==> src/rtl/dbell_regfile.sv <==
module dbell_regfile #(
  parameter int ADDR_W = 8,
  parameter int PEER_W = 16,
  parameter int VEC_W  = 8,
  parameter int PIN_W  = 8
) (
  input  logic              clk,
  input  logic              rst_n,
  input  logic              msi_mode,
  input  logic [PIN_W-1:0]  irq_pin,
  input  logic [PEER_W-1:0] own_pos,
  input  logic [PEER_W:0]   peer_count,
  input  logic              req_valid,
  input  logic              req_write,
  input  logic [ADDR_W-1:0] req_addr,
  input  logic [31:0]       req_wdata,
  output logic              rd_valid,
  output logic [31:0]       rd_data,
  input  logic              local_evt,
  output logic [PEER_W-1:0] lkp_peer,
  input  logic [VEC_W:0]    lkp_nvec,
  output logic              ntf_valid,
  output logic [PEER_W-1:0] ntf_peer,
  output logic [VEC_W-1:0]  ntf_vec,
  output logic              irq
);

  localparam int PEER_LSB = 16;
  localparam logic [ADDR_W-1:0] OFF_MASK = ADDR_W'(8'h00);
  localparam logic [ADDR_W-1:0] OFF_STAT = ADDR_W'(8'h04);
  localparam logic [ADDR_W-1:0] OFF_POS  = ADDR_W'(8'h08);
  localparam logic [ADDR_W-1:0] OFF_DB   = ADDR_W'(8'h0C);

  logic [31:0]       mask_q, stat_q;
  logic [ADDR_W-1:0] wr_off;
  logic              wr_en, rd_en, evt_set, db_ok;
  logic [PEER_W-1:0] db_peer;
  logic [VEC_W-1:0]  db_vec;
  logic [31:0]       rd_mux;

  assign wr_en   = req_valid & req_write;
  assign rd_en   = req_valid & ~req_write;
  assign wr_off  = {req_addr[ADDR_W-1:2], 2'b00};
  assign evt_set = local_evt & ~msi_mode;

  assign db_peer  = req_wdata[PEER_LSB +: PEER_W];
  assign db_vec   = req_wdata[VEC_W-1:0];
  assign lkp_peer = db_peer;
  assign db_ok    = wr_en && (wr_off == OFF_DB) &&
                    ({1'b0, db_peer} < peer_count) &&
                    ({1'b0, db_vec} < lkp_nvec);

  always_comb begin
    rd_mux = '0;
    if (req_addr == OFF_MASK)      rd_mux = mask_q;
    else if (req_addr == OFF_STAT) rd_mux = stat_q;
    else if (req_addr == OFF_POS)  rd_mux = 32'(own_pos);
  end

  assign irq = ~msi_mode && (irq_pin != '0) && ((stat_q & mask_q) != '0);

  always_ff @(posedge clk) begin
    if (!rst_n) begin
      mask_q    <= '0;
      stat_q    <= '0;
      rd_valid  <= 1'b0;
      rd_data   <= '0;
      ntf_valid <= 1'b0;
      ntf_peer  <= '0;
      ntf_vec   <= '0;
    end else begin
      rd_valid <= rd_en;
      if (rd_en) rd_data <= rd_mux;
      if (wr_en && wr_off == OFF_MASK) mask_q <= req_wdata;
      if (evt_set)                                 stat_q <= 32'd1;
      else if (wr_en && wr_off == OFF_STAT)        stat_q <= req_wdata;
      else if (rd_en && req_addr == OFF_STAT)      stat_q <= '0;
      ntf_valid <= db_ok;
      if (db_ok) begin
        ntf_peer <= db_peer;
        ntf_vec  <= db_vec;
      end
    end
  end

  assert_clear_on_read_R3: assert property (@(posedge clk) disable iff (!rst_n)
    (rd_en && req_addr == OFF_STAT && !evt_set) |=> (stat_q == '0));

  assert_local_evt_R5: assert property (@(posedge clk) disable iff (!rst_n)
    evt_set |=> (stat_q == 32'd1));

  assert_msi_quiet_R4: assert property (@(posedge clk) disable iff (!rst_n)
    (msi_mode || stat_q == '0) |-> !irq);

  assert_strobe_cause_R8: assert property (@(posedge clk) disable iff (!rst_n)
    ntf_valid |-> ($past(wr_en) && $past(wr_off) == OFF_DB));

  assert_drop_peer_R9: assert property (@(posedge clk) disable iff (!rst_n)
    (wr_en && wr_off == OFF_DB && {1'b0, db_peer} >= peer_count) |=> !ntf_valid);

  assert_rd_resp_R11: assert property (@(posedge clk) disable iff (!rst_n)
    rd_en |=> rd_valid);

endmodule

==> config.mk <==
export PLATFORM = sky130hd
export DESIGN_NAME = dbell_regfile
export DESIGN_NICKNAME = d
export VERILOG_FILES = /design/src/rtl/dbell_regfile.sv
export SDC_FILE = /design/constraint.sdc
export NUM_CORES = 1
export LEC_CHECK = 0
export CELL_PAD_IN_SITES_DETAIL_PLACEMENT = 1
export CELL_PAD_IN_SITES_GLOBAL_PLACEMENT = 1
export CORE_MARGIN = 3
export CORE_UTILIZATION = 37
export CTS_CLUSTER_DIAMETER = 120
export DETAILED_ROUTE_END_ITERATION = 8
export HOLD_SLACK_MARGIN = 0.1
export PLACE_DENSITY = 0.88
export RECOVER_POWER = 100
export SYNTH_ARGS = -nofsm -noshare
export SYNTH_HDL_FRONTEND = slang
export SYNTH_SLANG_ARGS = --single-unit
==> constraint.sdc <==
create_clock -name clk -period 5.4 [get_ports clk]
set_input_delay 1.08 -clock clk [delete_from_list [all_inputs] [get_ports clk]]
set_output_delay 1.08 -clock clk [all_outputs]
set_load 0.01 [all_outputs]
# ---- Word-level counts from Yosys, hierarchy flattened
# Cells that the tools add are included.
dict set report op_classes {
  order_cmp 2
  mux 6
  n_eq_ne 4
  n_bitwise 7
  n_reduce_logical 15
}
# op count
set ops {}
lappend ops {{32-bit 2-to-1 mux} 4}
lappend ops {{32-bit bitwise AND} 1}
lappend ops {{32-bit nonzero test} 1}
lappend ops {{16-bit by 17-bit less-than comparator with 1-bit output} 1}
lappend ops {{8-bit logical NOT} 2}
lappend ops {{16-bit 2-to-1 mux} 1}
lappend ops {{8-bit by 9-bit less-than comparator with 1-bit output} 1}
lappend ops {{8-bit by 3-bit equality test with 1-bit output (second input constant)} 1}
lappend ops {{8-bit by 4-bit equality test with 1-bit output (second input constant)} 1}
lappend ops {{1-bit logical AND} 8}
lappend ops {{8-bit nonzero test} 1}
lappend ops {{6-bit by 1-bit equality test with 1-bit output (second input constant)} 1}
lappend ops {{6-bit by 2-bit equality test with 1-bit output (second input constant)} 1}
lappend ops {{1-bit bitwise AND} 3}
lappend ops {{1-bit NOT} 3}
lappend ops {{3-bit nonzero test} 1}
lappend ops {{2-bit nonzero test} 1}
lappend ops {{2-bit OR reduction} 1}
lappend ops {{1-bit 2-to-1 mux} 1}
dict set report word_totals {
  reg_bits 122
  input_bits 96
  wordCells 42
  output_inout_bits 75
}

# ---- Depth between registers and ports, before layout
dict set report logic_depth {
  word_depth 6
  depth_mapped 9
  ltp_nobuf 7
}

# ---- Worst setup path after synthesis
# Ideal clock, no wire load.
dict set report synth_timing {
  path_kind {input to register}
  startpoint {input port peer_count[8]}
  endpoint {register ntf_peer[10]}
  stages 9
  t_required_ps 5328
  setup_time_ps 72
  n_path_buf 2
  t_arrival_ps 2697
  path_slack_ps 2631
  path_cell_list {inv_1 -> ha_1 -> a21oi_1 -> o21ai_0 -> a2111oi_0 -> o221a_1 -> buf_4 -> buf_6 -> mux2i_1}
}
dict set report synth_between {
  elab_chain_cells 3
}
# item line
set synth_lines {}
lappend synth_lines {{start: declaration} 12} ;# input logic [PEER_W:0] peer_count,
lappend synth_lines {{16-bit by 17-bit less-than comparator with 1-bit output} 50} ;# ({1'b0, db_peer} < peer_count) &&
lappend synth_lines {{1-bit logical AND} 49} ;# assign db_ok = wr_en && (wr_off == OFF_DB) &&
lappend synth_lines {{1-bit logical AND} 50}
lappend synth_lines {{end signal: assignment} 80} ;# ntf_peer <= db_peer;
lappend synth_lines {{end: declaration} 23} ;# output logic [PEER_W-1:0] ntf_peer,
# Every way passes these cells.
# A chain may end at the register's enable or synchronous reset.

# ---- Worst setup path in the final report
dict set report layout_timing {
  startpoint {input port req_addr[3]}
  endpoint {register stat_q[15]}
}
dict set report layout_between {
  elab_chain_cells 3
  word_cells_on_any_way 6
  classes_between {eq/ne: 2; mux: 1; reduce/logical: 3}
}
# item line
set layout_lines {}
lappend layout_lines {{start: declaration} 15} ;# input logic [ADDR_W-1:0] req_addr,
lappend layout_lines {{8-bit by 3-bit equality test with 1-bit output / 6-bit by 1-bit equality test with 1-bit output (equally long branches)} {77, 76}}
lappend layout_lines {{1-bit logical AND, on equally long branches} {77, 76}}
lappend layout_lines {{2-bit nonzero test (no source line) / 32-bit 2-to-1 mux (equally long branches)} -}
lappend layout_lines {{end signal: assignment} 76} ;# else if (wr_en && wr_off == OFF_STAT) stat_q <= req_wdata;
lappend layout_lines {{end: declaration} 34} ;# logic [31:0] mask_q, stat_q;
# Several ways; a longest one is shown, not always the timed one.

==> results.yml <==
sta:
  fin_skew_ns: 0.006875
  fin_crit_ns: 4.551
  relSlewSlack: -0.7114
  finalCritPeriodShare: 0.8427
  finalSetupViolCount: 0
  whs_ns: 0.4565
  setup_tns_ns: 0
  rsz0062_at_grt: "no"
  max_freq_mhz: 219.8
  finalMaxSlewViolations: 51
  hold_viol: 0
  tightestPinTransition_ns: 2.567
power:
  peakVddDrop_uv: 238.4
  power_mw: 2.318
  p_leak_nw: 3.098
  powerDensity_nw_per_um2: 296.2
critical_path:
  worst-r2r-cell-count: 2
  slowest_delay_ns: 1.96
  cp_slowest_cell: "a21oi_1"
  worstPathRequired_ns: 5.73
  crit_start: "req_addr[3]"
  cp-endpoint: "stat_q[15]"
  reg2reg_to: "rd_data[7]"
  crit_fanout: 33
  cp_cell_sequence: "clkdlybuf4s50_1 > and4b_1 > buf_4 > a21oi_1 > buf_4 > a22oi_1 > nor2_1"
  cp-start-kind: "primary input"
  reg2reg_from: "stat_q[7]"
  rrSetupSlack_ns: 4.18
  cpMostUsedCell: "buf_4"
  worstSetupPathType: "primary input to flop"
  worstPathArrival_ns: 4.88
  end_kind: "flop"
place:
  place_area_um2: 7378
  portBuffers: 170
  gp_congestion: 0.8837
  hpwl_um: 15040
  dpl.cell_count: 957
clock_tree:
  cts_sinks: 122
  insertion_delay_ns: 0.42
  cts_resized: 0
  clkSlewWorstSetupHoldPaths_ns: 0.06
  cts_tree: "built"
  clock_path_buffers: 2
  cts_root_buffer: "clkbuf_16"
  numCtsBuffers: 17
  htreeDepth: 4
  cts_setup_buffers: 0
  cts_hold_buf: 0
finish:
  fillers: 1680
  multi_input_area_um2: 2685
  nets: 910
  stdcell_area_um2: 7826
  antenna_cells: 0
  fin_cells: 989
  area_growth_pct: 36.57
  regArea_um2: 2442
  drive_gt1_frac: 0.05963
global_route:
  grt_overflow: 0
  grt_first_pass_wirelength_um: 34380
  grt.total_usage: 0.2642
  grt_max_degree: 83
  first_global_vias: 6211
  antenna_found_initial: 0
die:
  fp.dieW_um: 130.5
  die_area_um2: 17020
  initial_core_util: 0.3855
  core_area_um2: 14860
  dieHeight_um: 130.5
  io_pins: 171
  num_rows: 44
detailed_routing:
  vias: 5814
  drtAntennaViolNets: 0
  drc: 0
  wl_um: 22660
  via_per_inst: 5.879
  drtIter0Drc: 484
  avgRoutedWirePerCell_um: 22.92
  drt_pass1_iterations: 6
synth:
  synth_nets: 774
  syn_avg_cell_area_um2: 8.736
  yosys.cell_types.count: 41
  netlist_area_um2: 5730
  yosys_register_bits: 122
  seq_area_frac_synth: 0.4262
  synth_ff_type: "dfxtp_1"
  synth-warning-count: 0
  syn_inst: 656
  synthArstFlopShare: 0
  synth_edf_count: 0
job:
  max_cap_viol_count: 2
hold_path:
  min_from: "ntf_vec[2]"
  hold_class: "flop to flop"
run_status:
  status: "finished, violations left"
  violations: "capacitance limit, slew limit"
-- cells in the final DEF, fill, tap and decap left out, types with 2 or more instances in the layout --
master           synthesis  layout
nand2_1                150     150
dfxtp_1                122     122
clkdlybuf4s50_1          0      92
dlygate4sd3_1            0      77
a21oi_1                 57      58
nor2_1                  35      35
a22oi_1                  9      33
inv_1                   26      26
mux2i_1                 24      24
o21ai_0                 22      22
ha_1                    22      22
a22o_1                  19      19
nand3_1                 17      17
a222oi_1                17      17
clkbuf_16                0      17
buf_4                   17       8
nand4_1                  6       6
a22oi_2                 30       6
clkinv_2                 0       5
a221oi_1                 4       4
clkbuf_8                 0       4
clkbuf_1                30       4
nor4_1                   3       3
nor3_1                   2       3
nor2b_1                  4       3
bufinv_16                0       3
a211oi_1                 2       2
a2111oi_0                2       2
nand2b_1                 2       2
and3_1                   2       2
-- how the worst min path moves through the flow --
| stage | endpoint | slack [ns] | depth (start not counted) |
|---|---|---|---|
| floorplan | rd_data[30] | 0.45 | 2 |
| global placement | ntf_peer[4] | 0.45 | 2 |
| detailed placement | ntf_peer[11] | 0.45 | 2 |
| CTS | ntf_peer[5] | 0.46 | 2 |
| global route | ntf_peer[8] | 0.47 | 2 |
| finish | ntf_vec[2] | 0.46 | 2 |
-- worst max-delay path: cells and delay by family --
family | cells | cell delay (ns)
AO/OA/AOI/OAI | 2 | 2.06
AND/OR/NAND/NOR | 2 | 0.38
buffers and inverters | 3 | 1.34
-- registers in the layout, indices dropped and copies added, names as in the netlist --
register and flops:
ntf_vec 8, ntf_valid 1, ntf_peer 16, rd_valid 1, rd_data 32, stat_q 32, mask_q 32
-- where the power goes --
group,leakage [nW],internal [mW],switching (mW)
Combinational,1.81,0.105,0.108
Clock,0.304,0.771,0.420
Sequential,0.985,0.909,0.00511
Total,3.10,1.78,0.533
-- layout make-up --
cell class / count / share of cell area
Multi-Input combinational cell: 445 / 0.3431
Sequential cell: 122 / 0.3121
Timing Repair Buffer: 179 / 0.2249
Clock buffer: 24 / 0.06283
Tap cell: 184 / 0.02942
Clock inverter: 8 / 0.01471
Inverter: 27 / 0.01295
-- per-stage QoR --
stage	setup slack, ns	utilization
4_1_cts	1.756	0.5372
6_report	0.8494	0.5265
3_3_place_gp	1.385	0.4964
5_1_grt	0.8047	0.5265
3_5_place_dp	1.347	0.4964
2_1_floorplan	2.631	-
-- synth_stat cells, types with 9 or more instances --
| master | instances | area, um2 |
|---|---|---|
| a21oi_1 | 57 | 285.3 |
| a222oi_1 | 17 | 170.2 |
| a22o_1 | 19 | 166.4 |
| a22oi_1 | 9 | 67.56 |
| a22oi_2 | 30 | 375.4 |
| buf_4 | 17 | 127.6 |
| clkbuf_1 | 30 | 112.6 |
| dfxtp_1 | 122 | 2442 |
| ha_1 | 22 | 275.3 |
| inv_1 | 26 | 97.59 |
| mux2i_1 | 24 | 240.2 |
| nand2_1 | 150 | 563.0 |
| nand3_1 | 17 | 85.08 |
| nor2_1 | 35 | 131.4 |
| o21ai_0 | 22 | 110.1 |
-- metal layers --
metal  track usage  up-vias  routed length (um)
met5             0        -                   0
li1              -     2579                   -
met4        0.1131        0                 909
met2        0.4623      275               11460
met3       0.06585       64                1717
met1        0.3075     2896                8574
-- cell families after synthesis --
family / after synthesis / share of synthesized area
AND/OR/NAND/NOR: 231 / 0.1753
multiplexers: 24 / 0.04192
buffers and inverters: 89 / 0.08144
AO/OA/AOI/OAI: 168 / 0.2271
adder cells (fa/ha/maj): 22 / 0.04803
flip-flops: 122 / 0.4262
Power figures use the tool's default switching activity.
